`src/rtl/adf_pkg.sv`:
```
package adf_pkg;

  localparam int unsigned ADDR_BYTES = 6;
  localparam int unsigned ADDR_W     = ADDR_BYTES * 8;
  localparam logic [31:0] CRC_INIT   = 32'hFFFF_FFFF;
  localparam logic [31:0] CRC_POLY_R = 32'hEDB8_8320;

  typedef struct packed {
    logic promisc;
    logic hash_ind;
    logic bcast_en;
  } mode_t;

  // One byte through the reflected CRC-32 register, LSB of the byte first.
  function automatic logic [31:0] crc_step_byte(input logic [31:0] c_in,
                                                input logic [7:0]  d);
    logic [31:0] c;
    c = c_in;
    for (int i = 0; i < 8; i++) begin
      if (c[0] ^ d[i]) c = (c >> 1) ^ CRC_POLY_R;
      else             c = c >> 1;
    end
    return c;
  endfunction

endpackage

```
`src/rtl/adf_addr_track.sv`:
```
module adf_addr_track #(
  parameter int unsigned NBYTES = 6,
  localparam int unsigned AW    = NBYTES * 8,
  localparam int unsigned CNT_W = $clog2(NBYTES + 1)
) (
  input  logic          clk,
  input  logic          rst,
  input  logic          in_valid,
  input  logic          in_sof,
  input  logic          in_eof,
  input  logic [7:0]    in_data,
  output logic          take_first,
  output logic          take_next,
  output logic          last_byte,
  output logic          abort,
  output logic [AW-1:0] addr_full
);

  logic [CNT_W-1:0] cnt_q;
  logic             active;
  logic             wr_en;
  logic [CNT_W-1:0] wr_idx;
  logic [7:0]       addr_q [NBYTES-1];

  assign active     = (cnt_q != '0);
  assign take_first = in_valid & in_sof;
  assign take_next  = in_valid & ~in_sof & active;
  assign last_byte  = take_next & (cnt_q == CNT_W'(NBYTES - 1));
  assign abort      = in_eof & active & ~last_byte;
  assign wr_en      = take_first | take_next;
  assign wr_idx     = take_first ? '0 : cnt_q;

  always_ff @(posedge clk) begin
    if (rst)             cnt_q <= '0;
    else if (take_first) cnt_q <= CNT_W'(1);
    else if (last_byte)  cnt_q <= '0;
    else if (abort)      cnt_q <= '0;
    else if (take_next)  cnt_q <= cnt_q + CNT_W'(1);
  end

  // Held address bytes; the final byte is used live from in_data.
  for (genvar k = 0; k < NBYTES - 1; k++) begin : g_slot
    always_ff @(posedge clk) begin
      if (wr_en && (wr_idx == CNT_W'(k))) addr_q[k] <= in_data;
    end
    assign addr_full[AW-1-8*k -: 8] = addr_q[k];
  end
  assign addr_full[7:0] = in_data;

  a_r3_count_bound: assert property (@(posedge clk) disable iff (rst)
    cnt_q <= CNT_W'(NBYTES - 1));

  a_r2_sof_restarts: assert property (@(posedge clk) disable iff (rst)
    take_first |=> (cnt_q == CNT_W'(1)));

  a_r11_abort_idles: assert property (@(posedge clk) disable iff (rst)
    (abort && !take_first) |=> (cnt_q == '0));

endmodule

```
`src/rtl/adf_crc_unit.sv`:
```
module adf_crc_unit
  import adf_pkg::*;
(
  input  logic        clk,
  input  logic        rst,
  input  logic        take_first,
  input  logic        take_next,
  input  logic [7:0]  in_data,
  output logic [31:0] crc_after
);

  logic [31:0] crc_q;
  logic [31:0] crc_base;

  assign crc_base  = take_first ? CRC_INIT : crc_q;
  assign crc_after = crc_step_byte(crc_base, in_data);

  always_ff @(posedge clk) begin
    if (rst)                          crc_q <= CRC_INIT;
    else if (take_first || take_next) crc_q <= crc_after;
  end

endmodule

```
`src/rtl/adf_match.sv`:
```
module adf_match
  import adf_pkg::*;
#(
  parameter int unsigned IDX_W  = 6,
  localparam int unsigned REG_W = 2 ** (IDX_W - 1)
) (
  input  logic [ADDR_W-1:0] addr,
  input  logic [IDX_W-1:0]  crc_low,
  input  logic [ADDR_W-1:0] station,
  input  mode_t             mode,
  input  logic [REG_W-1:0]  hash0,
  input  logic [REG_W-1:0]  hash1,
  output logic              hit
);

  logic [IDX_W-1:0] idx;
  logic [REG_W-1:0] hash_word;
  logic             hash_bit;
  logic             group_addr;
  logic             bcast_addr;
  logic             sta_hit;

  // Index is the bit-reversed low end of the reflected CRC register.
  for (genvar k = 0; k < IDX_W; k++) begin : g_idx
    assign idx[IDX_W-1-k] = crc_low[k];
  end

  assign hash_word  = idx[IDX_W-1] ? hash1 : hash0;
  assign hash_bit   = hash_word[idx[IDX_W-2:0]];
  assign group_addr = addr[ADDR_W-8];
  assign bcast_addr = &addr;
  assign sta_hit    = (addr == station);

  assign hit = mode.promisc
             | sta_hit
             | (bcast_addr & mode.bcast_en)
             | (hash_bit & (group_addr | mode.hash_ind));

endmodule

```
`src/rtl/rx_dest_filter.sv`:
```
module rx_dest_filter
  import adf_pkg::*;
#(
  parameter int unsigned HASH_IDX_W = 6,
  localparam int unsigned HASH_REG_W = 2 ** (HASH_IDX_W - 1)
) (
  input  logic                  clk,
  input  logic                  rst,
  input  logic                  in_valid,
  input  logic                  in_sof,
  input  logic                  in_eof,
  input  logic [7:0]            in_data,
  input  logic [5:3]            cfg_mode,
  input  logic [31:0]           cfg_sta_lo,
  input  logic [15:0]           cfg_sta_hi,
  input  logic [HASH_REG_W-1:0] cfg_hash0,
  input  logic [HASH_REG_W-1:0] cfg_hash1,
  output logic                  verdict_valid,
  output logic                  verdict_accept
);

  logic              take_first, take_next, last_byte, abort;
  logic [ADDR_W-1:0] addr_full;
  logic [ADDR_W-1:0] station;
  logic [31:0]       crc_after;
  logic              hit;
  mode_t             mode;

  assign station       = {cfg_sta_hi, cfg_sta_lo};
  assign mode.promisc  = cfg_mode[5];
  assign mode.hash_ind = cfg_mode[4];
  assign mode.bcast_en = cfg_mode[3];

  adf_addr_track #(.NBYTES(ADDR_BYTES)) u_track (
    .clk(clk), .rst(rst),
    .in_valid(in_valid), .in_sof(in_sof), .in_eof(in_eof), .in_data(in_data),
    .take_first(take_first), .take_next(take_next),
    .last_byte(last_byte), .abort(abort), .addr_full(addr_full)
  );

  adf_crc_unit u_crc (
    .clk(clk), .rst(rst),
    .take_first(take_first), .take_next(take_next),
    .in_data(in_data), .crc_after(crc_after)
  );

  adf_match #(.IDX_W(HASH_IDX_W)) u_match (
    .addr(addr_full), .crc_low(crc_after[HASH_IDX_W-1:0]),
    .station(station), .mode(mode),
    .hash0(cfg_hash0), .hash1(cfg_hash1), .hit(hit)
  );

  always_ff @(posedge clk) begin
    if (rst) begin
      verdict_valid  <= 1'b0;
      verdict_accept <= 1'b0;
    end else begin
      verdict_valid  <= last_byte | abort;
      verdict_accept <= last_byte & hit;
    end
  end

  a_r1_accept_with_valid: assert property (@(posedge clk) disable iff (rst)
    verdict_accept |-> verdict_valid);

  a_r3_single_pulse: assert property (@(posedge clk) disable iff (rst)
    verdict_valid |=> !verdict_valid);

  a_r4_station_accept: assert property (@(posedge clk) disable iff (rst)
    (last_byte && addr_full == station) |=> verdict_accept);

  a_r5_bcast_accept: assert property (@(posedge clk) disable iff (rst)
    (last_byte && (&addr_full) && cfg_mode[3]) |=> verdict_accept);

  a_r6_promisc_accept: assert property (@(posedge clk) disable iff (rst)
    (last_byte && cfg_mode[5]) |=> (verdict_valid && verdict_accept));

  a_r11_runt_reject: assert property (@(posedge clk) disable iff (rst)
    (abort && !last_byte) |=> (verdict_valid && !verdict_accept));

endmodule

```
`config.mk`:
```
export PLATFORM = sky130hd
export DESIGN_NAME = rx_dest_filter
export DESIGN_NICKNAME = d
export VERILOG_FILES = /design/src/rtl/adf_pkg.sv /design/src/rtl/adf_addr_track.sv /design/src/rtl/adf_crc_unit.sv /design/src/rtl/adf_match.sv /design/src/rtl/rx_dest_filter.sv
export SDC_FILE = /design/constraint.sdc
export NUM_CORES = 1
export LEC_CHECK = 0
export BUFFER_PORTS_ARGS = -buffer_cell sky130_fd_sc_hd__clkbuf_2
export CORE_MARGIN = 2
export CORE_UTILIZATION = 50
export DETAILED_ROUTE_END_ITERATION = 10
export MAX_ROUTING_LAYER = met4
export PLACE_DENSITY_LB_ADDON = 0.1
export SETUP_SLACK_MARGIN = 0.15
export SKIP_LAST_GASP = 1
export SLEW_MARGIN = 0
export SYNTH_ARGS = -nofsm -noshare
export SYNTH_HDL_FRONTEND = slang
export SYNTH_HIERARCHICAL = 1
export SYNTH_SLANG_ARGS = --single-unit
```
`constraint.sdc`:
```
create_clock -name clk -period 4.09 [get_ports clk]
set_clock_uncertainty 0.2 [all_clocks]
set_input_delay 0.818 -clock clk [delete_from_list [all_inputs] [get_ports clk]]
set_output_delay 0.818 -clock clk [all_outputs]
set_load 0.01 [all_outputs]
```
# After elaboration in Yosys (flattened, before gate mapping)

Memory sizes are Yosys's and may differ from the RTL's.
Cells that the tools add are included.

Add/subtract/negate cells: 1
Bitwise gates (word level): 33
Reductions and logical operators: 15
Mux-type cells: 39
Order comparisons: 1
Equal/unequal tests: 6

Operator list:

| cell                                                       | number |
|---|---|
| 2-to-1 mux 32 bit                                          | 10 |
| NOT 13 -> 14 bit                                           | 8 |
| equality test 48 bit                                       | 1 |
| AND reduction 48 bit                                       | 1 |
| 2-to-1 mux 8 bit                                           | 4 |
| OR reduction 8 bit                                         | 4 |
| 2-to-1 mux 1 bit                                           | 19 |
| 2-to-1 mux 3 bit                                           | 5 |
| AND 1 bit                                                  | 9 |
| XOR 1 bit                                                  | 8 |
| equality test 3 x 2 -> 1 bit, second input constant        | 2 |
| equality test 3 bit, second input constant                 | 2 |
| less-than comparator 5 x 6 -> 1 bit, second input constant | 1 |
| OR 1 bit                                                   | 6 |
| binary-select mux 1 bit (select 5 bit)                     | 1 |
| logical AND 1 bit                                          | 5 |
| nonzero test 4 bit                                         | 1 |
| OR reduction 4 bit                                         | 1 |
| adder 3 x 1 -> 3 bit, second input constant                | 1 |
| equality test 3 x 1 -> 1 bit, second input constant        | 1 |
| logical NOT 3 bit                                          | 1 |
| nonzero test 3 bit                                         | 1 |
| NOT 1 bit                                                  | 2 |
| logical OR 1 bit                                           | 1 |

Bits in writable memories: 40
Memories kept: 1
Bits in registers: 37
Output and inout bits: 2
Input bits: 128

Memories:

| memory         | words | bits a word | read ports | clocked after memory_dff | write ports | RTL line             | source |
|---|---|---|---|---|---|---|---|
| u_track.addr_q | 5     | 8           | 5          | 0                        | 1           | adf_addr_track.sv:23 | `logic [7:0] addr_q [NBYTES-1];` |

# Logic depth before layout (Yosys ltp)

Gate-level depths: netlist (run 1).

Word-level depth: 24
Depth in mapped cells: 16
Gate-level depth less buffers: 12

# Cells and area by module

The synthesis (run 1) kept the hierarchy.

By module, submodules not included:

| module         | cells each | instances | area each (um^2) |
|---|---|---|---|
| adf_crc_unit   | 322        | 1         | 2630.0 |
| adf_addr_track | 83         | 1         | 1555.2 |
| adf_match      | 125        | 1         | 1224.9 |
| rx_dest_filter | 4          | 1         | 58.8 |

# Worst setup path before layout (run 1)

No wires, ideal clock.

Path type: input -> register
From: input port in_valid
To: register verdict_accept
Setup slack: -147 ps
Arrival time: 3922 ps
Cell stages on the path: 15
Data required time: 3774 ps
Cell sequence: and2_2 > buf_4 > buf_4 > nor3_1 > o211ai_1 > nand4_1 > nand2_1 > xnor2_1 > buf_6 > mux4_1 > mux2_2 > a221oi_2 > a2111oi_1 > a211o_1 > and3b_1

Longest elaborated chain between the ends: 18
Elaborated cells between the ends (all ways): 35

Ends and longest elaborated chain:

| item                                                              | RTL line             | source |
|---|---|---|
| start, declared                                                   | rx_dest_filter.sv:9  | `input logic in_valid,` |
| AND 1 bit *                                                       | adf_addr_track.sv:26 | `assign take_first = in_valid & in_sof;` |
| 2-to-1 mux 32 bit *                                               | adf_crc_unit.sv:15   | `assign crc_base = take_first ? CRC_INIT : crc_q;` |
| 2-to-1 mux 32 bit * (3 in series)                                 | adf_pkg.sv:20        | `if (c[0] ^ d[i]) c = (c >> 1) ^ CRC_POLY_R;` |
| XOR 1 bit or NOT 13 -> 14 bit (tied branches)                     | n/a                  |  |
| 2-to-1 mux 32 bit *                                               | adf_pkg.sv:20        |  |
| NOT 13 -> 14 bit (no line)                                        | n/a                  |  |
| 2-to-1 mux 32 bit * (3 in series)                                 | adf_pkg.sv:20        |  |
| parallel branches: the longest is 1 deep, another holds XOR 1 bit | n/a                  |  |
| 2-to-1 mux 32 bit *                                               | adf_pkg.sv:20        |  |
| via crc_after[5]                                                  | rx_dest_filter.sv:25 | `logic [31:0] crc_after;` |
| binary-select mux 1 bit (select 5 bit) *                          | adf_match.sv:29      | `assign hash_bit = hash_word[idx[IDX_W-2:0]];` |
| 2-to-1 mux 1 bit (not written as such) *                          | adf_match.sv:29      |  |
| AND 1 bit *                                                       | adf_match.sv:37      | `\| (hash_bit & (group_addr \| mode.hash_ind));` |
| OR 1 bit *                                                        | adf_match.sv:37      |  |
| via hit                                                           | rx_dest_filter.sv:26 | `logic hit;` |
| AND 1 bit *                                                       | rx_dest_filter.sv:59 | `verdict_accept <= last_byte & hit;` |
| end signal, assigned                                              | rx_dest_filter.sv:59 |  |
| end, declared                                                     | rx_dest_filter.sv:19 | `output logic verdict_accept` |

Mark *: on every way through the listed nets, which the timed path passes. The select of a mux whose other input is x is not followed.
A chain may end at the register's enable or synchronous reset.

# Final worst setup path (run 1)

From: input port in_valid
To: register verdict_accept

Longest elaborated chain between the ends: 18
Elaborated cells between the ends (all ways): 35

Ends and longest elaborated chain:

| item                                                              | RTL line             | source |
|---|---|---|
| AND 1 bit *                                                       | adf_addr_track.sv:26 |  |
| via take_first                                                    | rx_dest_filter.sv:22 | `logic take_first, take_next, last_byte, abort;` |
| 2-to-1 mux 32 bit *                                               | adf_crc_unit.sv:15   |  |
| 2-to-1 mux 32 bit * (3 in series)                                 | adf_pkg.sv:20        |  |
| XOR 1 bit or NOT 13 -> 14 bit (tied branches)                     | n/a                  |  |
| 2-to-1 mux 32 bit *                                               | adf_pkg.sv:20        |  |
| NOT 13 -> 14 bit (no line)                                        | n/a                  |  |
| 2-to-1 mux 32 bit * (3 in series)                                 | adf_pkg.sv:20        |  |
| parallel branches: the longest is 1 deep, another holds XOR 1 bit | n/a                  |  |
| 2-to-1 mux 32 bit *                                               | adf_pkg.sv:20        |  |
| via crc_after[5]                                                  | rx_dest_filter.sv:25 |  |
| binary-select mux 1 bit (select 5 bit) *                          | adf_match.sv:29      |  |
| 2-to-1 mux 1 bit (not written as such) *                          | adf_match.sv:29      |  |
| AND 1 bit *                                                       | adf_match.sv:37      |  |
| OR 1 bit *                                                        | adf_match.sv:37      |  |
| via hit                                                           | rx_dest_filter.sv:26 |  |
| AND 1 bit *                                                       | rx_dest_filter.sv:59 |  |

Marks and branches as above.

==> summary.txt, run 1 <==
Placed design
  – Dpl cells: 790
  – # port buffers: 129
  – Gpl congestion: 0.9277
  – DP Worst Slack: -0.03797 ns
  – Detailed Place HPWL: 11,440 um

STA
  – Post-route setup slack: 0.3297 ns
  – RSZ-0062 raised after global routing: false
  – Final setup vio count: 0
  – Slew @ Worst Pin: 0.8856 ns
  – Slew headroom: 40.90%
  – Fin. Hold Viols: 0
  – Slew Viols, Final: 0
  – Period utilization: 91.94%
  – FMAX: 0.2659 GHz
  – Worst hold slack: 0.2803 ns
  – Min Tclk post-route: 3.760 ns

Worst setup path
  – Reg2reg path depth: 12
  – CP Launch Type: input port
  – CP Max Fanout: 17
  – Req. time, crit path: 4.15 ns
  – Critical path endpoint category: register
  – Critical path class: input port to register
  – Critical path arrival: 3.82 ns

Synth
  – Mapped Area: 5428 um2
  – Synth Instances: 527
  – Yosys warning total: 6
  – Net Count, Synth: 658
  – Synth Area per Inst: 10.30 um2

Clock tree
  – Postcts setup bufs: 0
  – Root Buffer: clkbuf_8
  – H-tree depth: 3
  – Clock sinks: 77
  – CTS buffer count: 9
  – Cts repair resizes: 0
  – Hold buffers post-CTS: 0
  – CTS tree: yes
  – Worst skew pair latency: 0.37 ns
  – Maximum buffer depth of the clock tree: 2
  – Clock-pin slew on the worst setup and hold paths: 0.08 ns

Floorplanning
  – Total core area: 10,700 um2
  – Vert. Die Dim: 108.2 um
  – IO Pins: 130
  – Die area: 11,710 um2
  – Initial Util: 50.74%
  – Die Width: 108.2 um
  – Site Rows: 38

Pwr
  – Comb pwr share: 42.9%
  – Sequential share of power: 32.2%
  – Internal Power: 1.936 mW
  – Switch Pwr: 0.9259 mW
  – Peak VDD IR: 243.0 uV
  – Leakage: 2.772 nW
  – Clk network pwr share: 25.0%
  – Sw Share: 32.35%
  – Cell Pwr Density: 435.2 nW/um2

Cells and area
  – Share of cells above drive strength 1: 33.93%
  – Nets: 792
  – Final core utilization: 61.47%
  – Layout area overhead: 21.16%
  – Final non-filler cell total: 806
  – N_diodes: 0

GRT
  – Vias in the first global route: 4,467
  – Initial antenna violation count: 0
  – Final global-route overflow total: 0
  – First-pass GRT wire length: 22,510 um
  – Gr usage total: 26.30%
  – Largest net degree at the start of global routing: 30

Route
  – WL/cell: 18.00 um
  – Vias/cell: 5.505
  – Pre-antenna DRT Iters: 4
  – Post-route DRC: 0
  – Routed via count: 4,437
  – Post-route ant nets: 0
  – Routed wire length: 14,510 um
  – Number of DRC markers in iteration 0: 292

Flow run
  – Max Cap Viol: 0

Min path
  – Worst min path class: register to register
  – Worst hold stages: 2

Status
  – Status: finished, final reports clean
critical path, stage by stage:
cell and delay [ns]:
clkbuf_2 0.10, and2_4 0.22, or3_4 0.35, a211oi_2 0.24
o22ai_1 0.16, nand2_2 0.13, xnor2_2 0.18, mux4_2 0.54
mux2_4 0.28, a221oi_2 0.24, a2111oi_1 0.09, a211o_1 0.30
and3b_1 0.16
worst paths after layout:
path | from | endpoint | slack, ns
max | in_valid | verdict_accept | 0.33
min | u_crc/crc_q[29] | u_crc/crc_q[29] | 0.28
max reg2reg | u_crc/crc_q[3] | verdict_accept | 0.53
min reg2reg | u_crc/crc_q[29] | u_crc/crc_q[29] | 0.28
sequential cells by signal, indices dropped and copies added, names as in the netlist:
| signal | flops |
|---|---|
| u_crc/crc_q | 32 |
| u_track/addr_q | 40 |
| u_track/cnt_q | 3 |
| verdict_accept | 1 |
| verdict_valid | 1 |
power groups by stage:
| stage | clock (mW) | sequential, mW | combinational (mW) |
|---|---|---|---|
| after floorplan | 0 | 0.915 | 0.972 |
| after global placement | 0 | 0.937 | 1.20 |
| after detailed placement | 0 | 0.939 | 1.22 |
| after CTS | 0.729 | 0.921 | 1.23 |
| after global routing | 0.765 | 0.928 | 1.33 |
| final | 0.715 | 0.921 | 1.23 |
cell usage in the layout, fill, tap and decap left out, drive strengths merged, types with 12 or more instances in the layout:
| master | instances |
|---|---|
| nor3 | 12 |
| clkbuf | 139 |
| dfxtp | 37 |
| buf | 32 |
| nand4 | 15 |
| o21ai | 16 |
| xor2 | 61 |
| mux4 | 15 |
| nor2 | 56 |
| nand2 | 43 |
| xnor2 | 56 |
| nor4 | 21 |
| edfxtp | 40 |
| nand3 | 12 |
per-stage QoR:
stage	cell area (um2)	TNS, ns	total power [mW]
after global placement	6330	0	2.141
final	6576	0	2.862
after CTS	6576	0	2.879
after global routing	6576	0	3.027
after detailed placement	6330	-0.03797	2.161
after floorplan	5502	0	1.888
routing by layer:
| metal | vias up | share of wire [%] | GRT usage [%] |
|---|---|---|---|
| li1 | 2154 | - | - |
| met1 | 2107 | 42 | 32.46 |
| met2 | 149 | 49 | 42.63 |
| met3 | 27 | 6.5 | 5.063 |
| met4 | 0 | 2.8 | 10.62 |
| met5 | - | 0 | - |
layout make-up:
class                   count  area (um2)
clock buffers              10       127.6
repair buffers            161       898.4
well taps                 140       175.2
fillers                   921        4121
flip-flops and latches     77        1942
clock inverters             6       118.9
inverters                   9       33.78
multi-input cells         403        3281
No activity file was read; power rests on OpenSTA's default activity.
==> run 2, diff against run 1 <==
--- a/config.mk
+++ b/config.mk
@@ -5,10 +5,12 @@
 export SDC_FILE = /design/constraint.sdc
 export NUM_CORES = 1
 export LEC_CHECK = 0
-export BUFFER_PORTS_ARGS = -buffer_cell sky130_fd_sc_hd__clkbuf_2
+export ABC_CLOCK_PERIOD_IN_PS = 4090
+export BUFFER_PORTS_ARGS = -buffer_cell sky130_fd_sc_hd__buf_2
 export CORE_MARGIN = 2
 export CORE_UTILIZATION = 50
 export DETAILED_ROUTE_END_ITERATION = 10
+export GPL_TIMING_DRIVEN = 1
 export MAX_ROUTING_LAYER = met4
 export PLACE_DENSITY_LB_ADDON = 0.1
 export SETUP_SLACK_MARGIN = 0.15
==> run 2 against run 1 <==
Wire length decreased by 0.50%. Via count shrank 0.34%. Power is 4.8% lower. Non-clock buffer count fell by 2. Critical endpoint unchanged.
==> summary.txt, run 2 (synthesis results as in run 1) <==
STA
  – RSZ-0062 raised after global routing: false
  – Slew @ Worst Pin: 0.8207 ns (-0.06489 ns)
  – Period utilization: 92.91% (+0.97 points)
  – FMAX: 0.2632 GHz (-1.0%)
  – Min Tclk post-route: 3.800 ns (+0.03982 ns)
  – Slew headroom: 45.23% (+4.3 points)
  – Fin. Hold Viols: 0 (unchanged)
  – Slew Viols, Final: 0 (unchanged)
  – Final setup vio count: 0 (unchanged)
  – Worst hold slack: 0.2911 ns (+0.01084 ns)

Worst setup path
  – CP Launch Type: input port
  – R2R setup slack: 0.48 ns (-0.05 ns)
  – Crit path depth: 13 (unchanged)
  – Crit-path cells: buf_2 > and2_4 > or3_4 > a211oi_2 > o22ai_1 > nand2_2 > xnor2_2 > mux4_2 > mux2_4 > a221oi_2 > a2111oi_1 > a211o_1 > and3b_1
  – Delay-heaviest family, CP: compound AO/OA/AOI/OAI gates
  – Critical path endpoint category: register
  – Req. time, crit path: 4.15 ns (about the same)
  – R2R Path End: verdict_accept
  – Reg2reg start: u_crc/crc_q[3]
  – CP Max Fanout: 17 (unchanged)
  – CP Capture Point: verdict_accept
  – CP Buf/Inv Count: 1 (unchanged)
  – CP max stage delay: 0.55 ns (about the same)
  – Critical path class: input port to register
  – Reg2reg path depth: 12 (unchanged)
  – Worst path slowest cell: mux4_2
  – Crit. Startpoint: in_valid
  – Critical path arrival: 3.86 ns (+0.04 ns)

Route
  – Pre-antenna DRT Iters: 5 (+1)
  – Post-route ant nets: 0 (unchanged)
  – Number of DRC markers in iteration 0: 284 (-2.7%)
  – WL/cell: 17.95 um (-0.26%)
  – Routed wire length: 14,430 um (-0.50%)
  – Post-route DRC: 0 (unchanged)
  – Vias/cell: 5.500 (about the same)
  – Routed via count: 4,422 (-0.34%)

Clock tree
  – Cts repair resizes: 0 (unchanged)
  – Clock sinks: 77 (unchanged)
  – H-tree depth: 3 (unchanged)
  – Clock-pin slew on the worst setup and hold paths: 0.09 ns (about the same)
  – Root Buffer: clkbuf_8
  – CTS buffer count: 9 (unchanged)
  – Worst skew pair latency: 0.38 ns (about the same)
  – Postcts setup bufs: 0 (unchanged)
  – Hold buffers post-CTS: 0 (unchanged)
  – CTS tree: yes
  – Maximum buffer depth of the clock tree: 2 (unchanged)

Cells and area
  – Nets: 790 (-0.25%)
  – Biggest regs: u_track/addr_q x40, u_crc/crc_q x32, u_track/cnt_q x3
  – Share of cells above drive strength 1: 33.89% (-0.048 points)
  – Largest Register: u_track/addr_q
  – Final Instance Area: 6513 um2 (-0.97%)
  – N_diodes: 0 (unchanged)
  – Final core utilization: 60.88% (-0.60 points)
  – Layout area overhead: 19.99%
  – Fill count: 951 (+3.3%)
  – Most frequent cells in the layout: buf_2 (129), xor2_1 (59), nor2_1 (55)
  – Max reg flops: 40 (unchanged)
  – Most common cell after layout, fill and taps aside: buf_2
  – Final non-filler cell total: 804 (-0.25%)

Placed design
  – Gpl congestion: 0.9309 (+0.34%)
  – Detailed Place HPWL: 11,310 um (-1.1%)
  – Dpl cell area: 6315 um2 (-0.24%)
  – Dpl cells: 788 (-0.25%)
  – # port buffers: 129 (unchanged)

Floorplanning
  – Initial Util: 50.74% (unchanged)
  – Die Width: 108.2 um (unchanged)
  – Total core area: 10,700 um2 (unchanged)
  – Die area: 11,710 um2 (unchanged)
  – Site Rows: 38 (unchanged)
  – IO Pins: 130 (unchanged)
  – Vert. Die Dim: 108.2 um (unchanged)

GRT
  – Vias in the first global route: 4,301 (-3.7%)
  – First-pass GRT wire length: 21,740 um (-3.4%)
  – Initial antenna violation count: 0 (unchanged)
  – Final global-route overflow total: 0 (unchanged)
  – Gr usage total: 25.37% (-0.92 points)
  – Largest net degree at the start of global routing: 30 (unchanged)

Min path
  – Worst min path class: register to register
  – Worst hold stages: 2 (unchanged)

Pwr
  – Sw Share: 35.44% (+3.1 points)
  – Leakage: 2.714 nW (-2.1%)
  – Cell Pwr Density: 418.4 nW/um2 (-3.9%)
  – Switch Pwr: 0.9656 mW (+4.3%)
  – Internal Power: 1.759 mW (-9.1%)
  – Sequential share of power: 33.8% (+1.6 points)
  – Peak VDD IR: 241.5 uV (-0.65%)
  – Comb pwr share: 45.0% (+2.1 points)
  – Clk network pwr share: 21.2% (-3.8 points)

Status
  – Status: finished, final reports clean

Flow run
  – Max Cap Viol: 0 (unchanged)
run 2: worst min path at each step:
| stage | slack, ns | end | start |
|---|---|---|---|
| floorplan | 0.24 | u_crc/crc_q[14] | u_crc/crc_q[14] |
| global placement | 0.26 | u_crc/crc_q[14] | u_crc/crc_q[14] |
| detailed placement | 0.27 | u_crc/crc_q[14] | u_crc/crc_q[14] |
| CTS | 0.28 | u_crc/crc_q[14] | u_crc/crc_q[14] |
| global route | 0.31 | u_crc/crc_q[14] | u_crc/crc_q[14] |
| finish | 0.29 | u_crc/crc_q[14] | u_crc/crc_q[14] |
run 2: tightest hold or removal path, delay by kind of cell, from the launching register on:
| family | cells | cell delay [ns] |
|---|---|---|
| flip-flops | 1 | 0.33 |
| AND/OR/NAND/NOR | 2 | 0.12 |
run 2: per-stage QoR:
| step | setup TNS [ns] | setup WS (ns) | power [mW] |
|---|---|---|---|
| 2_1_floorplan | 0 | 0.1179 | 1.888 |
| 3_3_place_gp | 0 | 0.02651 | 2.135 |
| 3_5_place_dp | -0.08582 | -0.08582 | 2.161 |
| 4_1_cts | 0 | 0.3030 | 2.739 |
| 5_1_grt | 0 | 0.1535 | 2.872 |
| 6_report | 0 | 0.2899 | 2.725 |
run 2: power groups by stage:
stage / clock network [mW] / registers, mW / logic (mW)
after floorplan: 0 / 0.915 / 0.972
final: 0.578 / 0.921 / 1.23
after CTS: 0.590 / 0.921 / 1.23
after global placement: 0 / 0.937 / 1.20
after global routing: 0.617 / 0.928 / 1.33
after detailed placement: 0 / 0.938 / 1.22
run 2: final cells by class:
| class | count | area, um2 | share of cell area, % |
|---|---|---|---|
| repair buffers | 159 | 883.3 | 13.56 |
| clock buffers | 9 | 123.9 | 1.902 |
| inverters | 9 | 33.78 | 0.5187 |
| well taps | 140 | 175.2 | 2.690 |
| multi-input cells | 403 | 3281 | 50.37 |
| clock inverters | 7 | 73.82 | 1.134 |
| flip-flops and latches | 77 | 1942 | 29.82 |
run 2: layer usage:
metal	global-route usage (%)	part of all wire [%]	up-vias	wire length, um
li1	-	-	2139	-
met2	42.72	49	140	7117
met5	-	0	-	0
met1	31.52	43	2120	6156
met3	3.195	5.5	23	794
met4	9.158	2.5	0	363
==> run 3, diff against run 2 <==
--- a/config.mk
+++ b/config.mk
@@ -13,8 +13,8 @@
 export GPL_TIMING_DRIVEN = 1
 export MAX_ROUTING_LAYER = met4
 export PLACE_DENSITY_LB_ADDON = 0.1
+export RECOVER_POWER = 25
 export SETUP_SLACK_MARGIN = 0.15
-export SKIP_LAST_GASP = 1
 export SLEW_MARGIN = 0
 export SYNTH_ARGS = -nofsm -noshare
 export SYNTH_HDL_FRONTEND = slang
==> run 3 against run 2 <==
Sequential power is essentially flat. First-iteration DRC count decreased by 0.70%. Largest cell class unchanged. Via count increased by 0.25%. Cell area fell by 0.52%. Final cell count is the same. Utilization decreased by 0.32 points. Power shrank 0.25%. Combinational power about the same. Die area did not move.
==> summary.txt, run 3 (synthesis results as in run 1) <==
Status
  – Status: finished, final reports clean

STA
  – Fin. Hold Viols: 0 (unchanged)
  – FMAX: 0.2622 GHz (-0.36%)
  – Sum of negative setup slack: 0 ns (unchanged)
  – RSZ-0062 raised after global routing: false
  – Period utilization: 93.25% (+0.34 points)
  – Min Tclk post-route: 3.814 ns (+0.01383 ns)
  – Post-route setup slack: 0.2761 ns (-0.01383 ns)
  – Worst hold slack: 0.2873 ns (-0.003787 ns)
  – Slew Viols, Final: 0 (unchanged)
  – Slew headroom: 44.08% (-1.1 points)
  – Final setup vio count: 0 (unchanged)
  – Slew @ Worst Pin: 0.8387 ns (+0.01802 ns)

Clock tree
  – Clock-pin slew on the worst setup and hold paths: 0.09 ns (about the same)
  – Root Buffer: clkbuf_8
  – Worst skew pair latency: 0.37 ns (about the same)
  – CTS tree: yes
  – Clock sinks: 77 (unchanged)
  – Postcts setup bufs: 0 (unchanged)
  – Hold buffers post-CTS: 0 (unchanged)
  – Maximum buffer depth of the clock tree: 2 (unchanged)
  – Cts repair resizes: 0 (unchanged)
  – H-tree depth: 3 (unchanged)
  – CTS buffer count: 9 (unchanged)

Floorplanning
  – Total core area: 10,700 um2 (unchanged)
  – Die Width: 108.2 um (unchanged)
  – Initial Util: 50.74% (unchanged)
  – Site Rows: 38 (unchanged)
  – Vert. Die Dim: 108.2 um (unchanged)
  – Die area: 11,710 um2 (unchanged)
  – IO Pins: 130 (unchanged)

Cells and area
  – Most common cell after layout, fill and taps aside: buf_2
  – Most frequent cells in the layout: buf_2 (123), xor2_1 (59), nor2_1 (55)
  – N_diodes: 0 (unchanged)
  – Nets: 790 (unchanged)
  – Max reg flops: 40 (unchanged)
  – Layout area overhead: 19.36%
  – Largest Register: u_track/addr_q
  – Share of cells above drive strength 1: 31.93% (-2.0 points)
  – Final core utilization: 60.56% (-0.32 points)
  – Biggest regs: u_track/addr_q x40, u_crc/crc_q x32, u_track/cnt_q x3

GRT
  – First-pass GRT wire length: 21,740 um (unchanged)
  – Initial antenna violation count: 0 (unchanged)
  – Vias in the first global route: 4,301 (unchanged)
  – Largest net degree at the start of global routing: 30 (unchanged)
  – Final global-route overflow total: 0 (unchanged)
  – Gr usage total: 25.37% (unchanged)

Route
  – Metal2 WL: 7134 um (+0.24%)
  – Routed via count: 4,433 (+0.25%)
  – Top Metal Used: met4
  – Post-route DRC: 0 (unchanged)
  – Met3 Wirelength: 815 um (+2.6%)
  – Pre-antenna DRT Iters: 6 (+1)
  – Number of DRC markers in iteration 0: 282 (-0.70%)
  – Met1 WL: 6144 um (-0.19%)
  – Vias/cell: 5.514 (+0.25%)
  – Routed wire length: 14,440 um (about the same)
  – WL/cell: 17.96 um (about the same)
  – Post-route ant nets: 0 (unchanged)

Min path
  – Worst min path class: register to register

Pwr
  – Leakage: 2.673 nW (-1.5%)
  – Peak VDD IR: 240.7 uV (-0.30%)
  – Cell Pwr Density: 419.5 nW/um2 (+0.27%)

Worst setup path
  – CP Launch Type: input port
  – Critical path class: input port to register
  – Req. time, crit path: 4.15 ns (about the same)
  – Critical path endpoint category: register
  – CP Max Fanout: 17 (unchanged)
  – Critical path arrival: 3.87 ns (about the same)

Placed design
  – Detailed Place HPWL: 11,310 um (unchanged)
  – Gpl congestion: 0.9309 (unchanged)
  – # port buffers: 129 (unchanged)
  – DP Worst Slack: -0.08582 ns (unchanged)

Flow run
  – Max Cap Viol: 0 (unchanged)
## run 3: changes by cell type in the layout (fill, tap and decap cells not counted)
cell / before / now
buf_4: 29 / 22
buf_2: 129 / 123
clkbuf_1: 0 / 13
## run 3: per-stage QoR
step	power, mW	instances	cell area (um2)
finish	2.718	804	6479
global route	2.868	804	6479
CTS	2.739	804	6513
detailed placement	2.161	788	6315
global placement	2.135	788	6315
floorplan	1.888	527	5502
## run 3: power by group
group | internal [mW] | switching, mW
Combinational | 0.645 | 0.577
Clock | 0.241 | 0.333
Sequential | 0.869 | 0.0522
Total | 1.76 | 0.963
## run 3: area by class of cell
| type | instances | area [um2] |
|---|---|---|
| clock buffers | 9 | 123.9 |
| clock inverters | 7 | 73.82 |
| fillers | 955 | 4219 |
| inverters | 9 | 33.78 |
| multi-input cells | 403 | 3281 |
| flip-flops and latches | 77 | 1942 |
| well taps | 140 | 175.2 |
| repair buffers | 159 | 849.6 |
## run 3: path summary, 6_finish.rpt
path	startpoint	endpoint	slack [ns]	depth (start not counted)
setup reg to reg	u_crc/crc_q[3]	verdict_accept	0.46	12
hold reg to reg	u_crc/crc_q[14]	u_crc/crc_q[14]	0.29	2
hold / removal	u_crc/crc_q[14]	u_crc/crc_q[14]	0.29	2
setup / recovery	in_valid	verdict_accept	0.28	13
## run 3: layer usage
metal | vias up | GRT usage (%)
li1 | 2141 | -
met1 | 2117 | 31.52
met2 | 152 | 42.72
met3 | 23 | 3.195
met4 | 0 | 9.158
met5 | - | -
## run 3: critical path: stages
cell and delay, ns:
buf_2 0.11, and2_4 0.22, or3_4 0.36, a211oi_2 0.24
o22ai_1 0.15, nand2_2 0.12, xnor2_2 0.19, mux4_2 0.55
mux2_4 0.28, a221oi_2 0.25, a2111oi_1 0.09, a211o_1 0.32
and3b_1 0.16
